### src/rtl/rbp_pkg.sv
package rbp_pkg;
  localparam int unsigned RBP_BYTE_W = 8;

  typedef enum logic [1:0] {
    RX_IDLE   = 2'd0,
    RX_DATA   = 2'd1,
    RX_PARITY = 2'd2
  } rx_phase_e;
endpackage

### src/rtl/rbp_align_reg.sv
module rbp_align_reg #(
  parameter int unsigned POS_W = 3
) (
  input  logic             clk,
  input  logic             rst,
  input  logic             wr,
  input  logic [POS_W-1:0] wr_val,
  input  logic             clr,
  output logic [POS_W-1:0] q
);
  always_ff @(posedge clk) begin
    if (rst) begin
      q <= '0;
    end else if (clr) begin
      q <= '0;
    end else if (wr) begin
      q <= wr_val;
    end
  end


  align_clear_chk: assert property (@(posedge clk) disable iff (rst)
    clr |=> (q == '0));
endmodule

### src/rtl/rbp_byte_asm.sv
module rbp_byte_asm #(
  parameter int unsigned BYTE_W = 8,
  parameter int unsigned POS_W  = $clog2(BYTE_W)
) (
  input  logic              clk,
  input  logic              rst,
  input  logic              start,
  input  logic [POS_W-1:0]  start_pos,
  input  logic              data_stb,
  input  logic              data_bit,
  output logic              done,
  output logic [BYTE_W-1:0] done_byte,
  output logic [BYTE_W-1:0] part_byte,
  output logic [POS_W-1:0]  pos,
  output logic              has_bits
);
  localparam logic [POS_W-1:0] LAST_POS = POS_W'(BYTE_W - 1);

  logic [BYTE_W-1:0] acc_q;
  logic [POS_W-1:0]  pos_q;
  logic              has_q;

  always_ff @(posedge clk) begin
    if (rst) begin
      acc_q <= '0;
      pos_q <= '0;
      has_q <= 1'b0;
    end else if (start) begin
      acc_q <= '0;
      pos_q <= start_pos;
      has_q <= 1'b0;
    end else if (data_stb) begin
      if (pos_q == LAST_POS) begin
        acc_q <= '0;
        pos_q <= '0;
        has_q <= 1'b0;
      end else begin
        acc_q[pos_q] <= data_bit;
        pos_q        <= pos_q + POS_W'(1);
        has_q        <= 1'b1;
      end
    end
  end

  always_comb begin
    done      = data_stb && (pos_q == LAST_POS);
    done_byte = {data_bit, acc_q[BYTE_W-2:0]};
    part_byte = acc_q;
    pos       = pos_q;
    has_bits  = has_q;
  end


  pos_step_chk: assert property (@(posedge clk) disable iff (rst)
    (data_stb && !start && pos_q != LAST_POS) |=> (pos_q == $past(pos_q) + POS_W'(1)) && has_q);


  pos_wrap_chk: assert property (@(posedge clk) disable iff (rst)
    (data_stb && !start && pos_q == LAST_POS) |=> (pos_q == '0) && !has_q);
endmodule

### src/rtl/rbp_parity_chk.sv
module rbp_parity_chk #(
  parameter int unsigned BYTE_W = 8
) (
  input  logic              clk,
  input  logic              rst,
  input  logic              clr,
  input  logic              load,
  input  logic [BYTE_W-1:0] byte_in,
  input  logic              skip_in,
  input  logic              chk,
  input  logic              par_bit,
  output logic              err
);
  logic exp_q;
  logic skip_q;
  logic err_q;

  always_ff @(posedge clk) begin
    if (rst) begin
      exp_q  <= 1'b0;
      skip_q <= 1'b0;
      err_q  <= 1'b0;
    end else begin
      if (load) begin
        exp_q  <= ~(^byte_in);
        skip_q <= skip_in;
      end
      if (clr) begin
        err_q <= 1'b0;
      end else if (chk && !skip_q && (par_bit != exp_q)) begin
        err_q <= 1'b1;
      end
    end
  end

  assign err = err_q;


  par_origin_chk: assert property (@(posedge clk) disable iff (rst)
    $rose(err_q) |-> $past(chk && !skip_q));


  par_clear_chk: assert property (@(posedge clk) disable iff (rst)
    clr |=> !err_q);
endmodule

### src/rtl/rx_bit_packer.sv
module rx_bit_packer #(
  parameter int unsigned BYTE_W = rbp_pkg::RBP_BYTE_W,
  parameter int unsigned POS_W  = $clog2(BYTE_W)
) (
  input  logic              clk,
  input  logic              rst,
  input  logic              rx_sof,
  input  logic              rx_eof,
  input  logic              rx_bit_vld,
  input  logic              rx_bit,
  input  logic              par_en,
  input  logic              align_wr,
  input  logic [POS_W-1:0]  align_din,
  output logic              fifo_wr_en,
  output logic [BYTE_W-1:0] fifo_wr_data,
  output logic [POS_W-1:0]  last_bits,
  output logic              frame_err,
  output logic              parity_err,
  output logic [POS_W-1:0]  align_q,
  output logic              rx_done
);
  import rbp_pkg::*;

  localparam logic [POS_W-1:0] MAX_ALIGN = POS_W'(BYTE_W - 1);

  rx_phase_e         phase_q;
  logic              par_en_q;
  logic [POS_W-1:0]  align_cur_q;
  logic              first_q;

  logic              data_stb;
  logic              par_stb;
  logic              eof_evt;
  logic              byte_done;
  logic [BYTE_W-1:0] done_byte;
  logic [BYTE_W-1:0] part_byte;
  logic [POS_W-1:0]  cur_pos;
  logic              cur_has;
  logic              suppress;
  logic              skip_par;

  always_comb begin
    data_stb = (phase_q == RX_DATA) && rx_bit_vld && !rx_eof && !rx_sof;
    par_stb  = (phase_q == RX_PARITY) && rx_bit_vld && !rx_eof && !rx_sof;
    eof_evt  = (phase_q != RX_IDLE) && rx_eof && !rx_sof;
    suppress = first_q && (align_cur_q == MAX_ALIGN);
    skip_par = first_q && (align_cur_q != '0);
  end

  rbp_align_reg #(.POS_W(POS_W)) i_align (
    .clk    (clk),
    .rst    (rst),
    .wr     (align_wr),
    .wr_val (align_din),
    .clr    (eof_evt),
    .q      (align_q)
  );

  rbp_byte_asm #(.BYTE_W(BYTE_W), .POS_W(POS_W)) i_asm (
    .clk       (clk),
    .rst       (rst),
    .start     (rx_sof),
    .start_pos (align_q),
    .data_stb  (data_stb),
    .data_bit  (rx_bit),
    .done      (byte_done),
    .done_byte (done_byte),
    .part_byte (part_byte),
    .pos       (cur_pos),
    .has_bits  (cur_has)
  );

  rbp_parity_chk #(.BYTE_W(BYTE_W)) i_par (
    .clk     (clk),
    .rst     (rst),
    .clr     (rx_sof),
    .load    (byte_done),
    .byte_in (done_byte),
    .skip_in (skip_par),
    .chk     (par_stb),
    .par_bit (rx_bit),
    .err     (parity_err)
  );

  // frame sequencing
  always_ff @(posedge clk) begin
    if (rst) begin
      phase_q     <= RX_IDLE;
      par_en_q    <= 1'b0;
      align_cur_q <= '0;
      first_q     <= 1'b0;
    end else if (rx_sof) begin
      phase_q     <= RX_DATA;
      par_en_q    <= par_en;
      align_cur_q <= align_q;
      first_q     <= 1'b1;
    end else if (eof_evt) begin
      phase_q <= RX_IDLE;
      first_q <= 1'b0;
    end else if (byte_done) begin
      first_q <= 1'b0;
      if (par_en_q) begin
        phase_q <= RX_PARITY;
      end
    end else if (par_stb) begin
      phase_q <= RX_DATA;
    end
  end

  // registered outputs
  always_ff @(posedge clk) begin
    if (rst) begin
      fifo_wr_en   <= 1'b0;
      fifo_wr_data <= '0;
      last_bits    <= '0;
      frame_err    <= 1'b0;
      rx_done      <= 1'b0;
    end else begin
      fifo_wr_en <= 1'b0;
      rx_done    <= 1'b0;
      if (rx_sof) begin
        frame_err <= 1'b0;
      end else if (eof_evt) begin
        rx_done   <= 1'b1;
        frame_err <= (phase_q == RX_PARITY);
        if ((phase_q == RX_DATA) && cur_has) begin
          fifo_wr_en   <= 1'b1;
          fifo_wr_data <= part_byte;
          last_bits    <= cur_pos;
        end else begin
          last_bits <= '0;
        end
      end else if (byte_done && !suppress) begin
        fifo_wr_en   <= 1'b1;
        fifo_wr_data <= done_byte;
      end
    end
  end


  wr_in_frame_chk: assert property (@(posedge clk) disable iff (rst)
    fifo_wr_en |-> $past(phase_q != RX_IDLE));


  flush_zero_fill_chk: assert property (@(posedge clk) disable iff (rst)
    (rx_done && fifo_wr_en && last_bits != '0) |-> ((fifo_wr_data >> last_bits) == '0));


  flush_write_chk: assert property (@(posedge clk) disable iff (rst)
    (rx_done && last_bits != '0) |-> fifo_wr_en);


  frame_err_origin_chk: assert property (@(posedge clk) disable iff (rst)
    $rose(frame_err) |-> rx_done);


  done_align_chk: assert property (@(posedge clk) disable iff (rst)
    rx_done |-> (align_q == '0));
endmodule

### config.mk
export PLATFORM = sky130hd
export DESIGN_NAME = rx_bit_packer
export DESIGN_NICKNAME = d
export VERILOG_FILES = /design/src/rtl/rbp_pkg.sv /design/src/rtl/rbp_align_reg.sv /design/src/rtl/rbp_byte_asm.sv /design/src/rtl/rbp_parity_chk.sv /design/src/rtl/rx_bit_packer.sv
export SDC_FILE = /design/constraint.sdc
export NUM_CORES = 1
export LEC_CHECK = 0
export ABC_AREA = 1
export ABC_CLOCK_PERIOD_IN_PS = 1600
export BUFFER_PORTS_ARGS = -buffer_cell sky130_fd_sc_hd__buf_2
export CAP_MARGIN = 30
export CORE_ASPECT_RATIO = 1.5
export CORE_MARGIN = 2
export CORE_UTILIZATION = 50
export DETAILED_ROUTE_END_ITERATION = 10
export GPL_ROUTABILITY_DRIVEN = 0
export PLACE_DENSITY = 0.75
export SYNTH_ARGS = -nofsm -noshare
export SYNTH_HDL_FRONTEND = slang
export SYNTH_SLANG_ARGS = --single-unit
### constraint.sdc
create_clock -name clk -period 1.6 [get_ports clk]
set_input_delay 0 -clock clk [delete_from_list [all_inputs] [get_ports clk]]
set_output_delay 0 -clock clk [all_outputs]
set_load 0.1 [all_outputs]
==> results_dict.tcl <==
set metrics [dict create \
    outcome "finished, final reports clean" \
    synthCells 271 \
    fmax_mhz 667 \
    cp-startpoint "rst" \
    dieArea_mm2 0.00431 \
    vias 1800 \
    ant_nets 0 \
    htreeDepth 2 \
    tightest_slew_ns 0.547 \
    synth.top_cell.area_share_pct 41.2 \
    vias_per_cell 5.08 \
    drv_cap 0 \
    die_w_um 54.3 \
    syn_area_mm2 0.00189 \
    post-route-period-util_pct 93.7 \
    rr_startpoint "i_asm.pos[1]" \
    synth_area_leader_cell "dfxtp_1" \
    hold_viol 0 \
    area_delta_synth_final_pct 20.2 \
    fin_nets 323 \
    grt_pass1_vias 1697 \
    floorplan.core_area_mm2 0.00365 \
    p_leak_nw 1.00 \
    crit_end "phase_q[1]" \
    reg2reg_to "i_asm.part_byte[2]" \
    synth_nets 284 \
    fin_cells 354 \
    antenna_found_initial 0 \
    cp.arrival_ns 1.69 \
    clk_pin_slew_ns 0.08 \
    drv_slew 0 \
    root_buffer "clkbuf_8" \
    cts_tree "built" \
    reg2regPathDepth 6 \
    drt-initial-drc-count 35 \
    worstSkewPairLatency_ns 0.30 \
    post-route-drc-count 0 \
    rsz0062_at_grt "false" \
    postCtsSetupBuffers 0 \
    end_kind "register" \
    grt_overflow_total 0 \
    insertedDiodeCount 0 \
    p_total_mw 2.07 \
    fin_setup_tns_ns 0 \
    hp-class "in2reg" \
    n_fill_cell 363 \
    reg2reg_slack_ns 0.12 \
    fp.dieH_um 79.4 \
    grt_pass1_wl_mm 7.42 \
    ir_worst_vdd_mv 0.634 \
    portBuffers 28 \
    final_cell_area_mm2 0.00228 \
    drt_wl_total_mm 4.57 \
    slowest_stage "dlygate4sd3_1" \
    yosys_warnings 0 \
    dp_cells 337 \
    critPathKind "in2reg" \
    synth_cell_types 28 \
    cp_num_buf_inv 4 \
    cts_sinks 39 \
    period_needed_ns 1.50 \
    slew-limit-headroom_pct 63.5 \
    synth_seq_area_share_pct 41.2 \
    power.density_mw_per_mm2 910 \
    crit_chain "dlygate4sd3_1 > buf_2 > nor2_1 > inv_1 > buf_4 > a211oi_1" \
    synth_seq_cells 39 \
    synth_area_leaders "dfxtp_1 (41%), nand2_1 (14%), nor2_1 (6.5%)" \
    clk_path_buf_depth 2 \
    track_usage_pct 23.8 \
    top_level_ports 29 \
    wl_per_cell_um 12.9 \
    hpwlAfterDp_mm 3.24 \
    avgSynthCellArea_um2 6.99 \
    max_stage_delay_ns 0.53 \
    layout-drive-gt1-share_pct 19.3 \
    cts_inserted_buffers 5 \
    cp-start-kind "primary input" \
    cp_top_family "buffers and inverters" \
    place_area_mm2 0.00205 \
    cp_max_fo 11 \
    finalSetupViolCount 0 \
    grt_start_max_net_pins 18 \
    dr.pass1.iters 4 \
    start_util_pct 51.9 \
    worst-path-stages 6 \
    finClkSkew_ns 0.00439 \
    num_rows 27 \
    required_ns 1.79 \
]
-- cell families after synthesis --
family                   Yosys count  share of synthesized area, %
AND/OR/NAND/NOR                  144                          34.1
buffers and inverters             42                          10.1
AO/OA/AOI/OAI                     40                          11.4
XOR/XNOR                           4                          1.85
adder cells (fa/ha/maj)            2                          1.32
flip-flops                        39                          41.2
-- flip-flops by register name, summed over array words and instances (netlist names), 2 cells and up --
signal,count
align_cur_q,3
i_asm.pos,3
i_align.q,3
phase_q,2
i_asm.part_byte,8
fifo_wr_data,8
last_bits,3
-- routing by layer --
| layer | vias to the layer above | wire (um) | GRT usage (%) |
|---|---|---|---|
| li1 | 940 | - | - |
| met1 | 800 | 1790 | 23.8 |
| met2 | 47 | 2470 | 42.9 |
| met3 | 13 | 166 | 5.24 |
| met4 | 0 | 144 | 13.0 |
| met5 | - | 0 | 0 |
-- through the flow --
step / util (%) / setup WS (ns) / hold WS [ns]
after floorplan: - / 0.165 / 0.0990
final: 62.4 / 0.101 / 0.0559
after detailed placement: 56.3 / 0.0835 / 0.222
after global routing: 62.4 / 0.0153 / 0.0605
after global placement: 56.3 / 0.159 / 0.209
after CTS: 62.0 / 0.0566 / 0.0307
-- synth_stat cells --
cell type  instances
a211oi_1           2
a21oi_1           15
a31oi_1            1
buf_2              6
buf_6              1
buf_8              1
clkinv_4           1
dfxtp_1           39
ha_1               2
inv_1             30
inv_2              2
inv_4              1
nand2_1           73
nand2_2            3
nand2_4            2
nand3_1           16
nand3_2            3
nand3b_1           1
nand4_1            3
nor2_1            33
nor2_2             2
nor2_4             3
nor3_1             5
o21a_1             1
o21ai_0           16
o22ai_1            5
xnor2_1            2
xor2_1             2
-- cell usage in the layout (no fill, tap or decap), types with 6 or more instances in the layout --
cell / n
dlygate4sd3_1: 9
buf_2: 28
clkbuf_8: 6
a21oi_1: 14
inv_1: 30
dfxtp_1: 38
o21ai_0: 15
nand2_1: 73
nor2_1: 33
nand3_1: 15
-- worst register-to-register path, cell delays in order (launching register included) --
cell and delay [ns]:
dfxtp_1 0.36, ha_1 0.20, ha_1 0.24, buf_4 0.19, nor2_4 0.18, nand3_2 0.10
o22ai_1 0.13
-- worst min path at each step --
stage	from	end	slack, ns	depth (start not counted)
CTS	align_wr	i_align.q[0]	0.03	4
global route	rx_bit	i_asm.part_byte[0]	0.06	3
finish	rx_bit	i_asm.part_byte[0]	0.06	3
global placement	rx_eof	frame_err	0.21	2
detailed placement	rx_eof	frame_err	0.22	2
floorplan	rx_eof	frame_err	0.1	1
-- layout make-up --
class,count,area (um^2),area share (%)
clock buffer,6,82.6,3.63
clock inverter,2,35.0,1.54
inverter,34,135,5.93
multi-input combinational,190,936,41.1
sequential,39,782,34.3
tap,43,53.8,2.36
timing repair buffer,40,253,11.1
-- where the power goes --
group / internal [mW] / switching (mW)
logic: 0.0670 / 0.149
registers: 0.988 / 0.0154
clock network: 0.504 / 0.349
total: 1.56 / 0.514
-- what timing repair did --
action	in CTS	in global routing
hold buffers	9	0
setup endpoints to repair	0	6
endpoints found under the hold margin	9	0
resized for setup	0	5
Power figures use the tool's default switching activity.
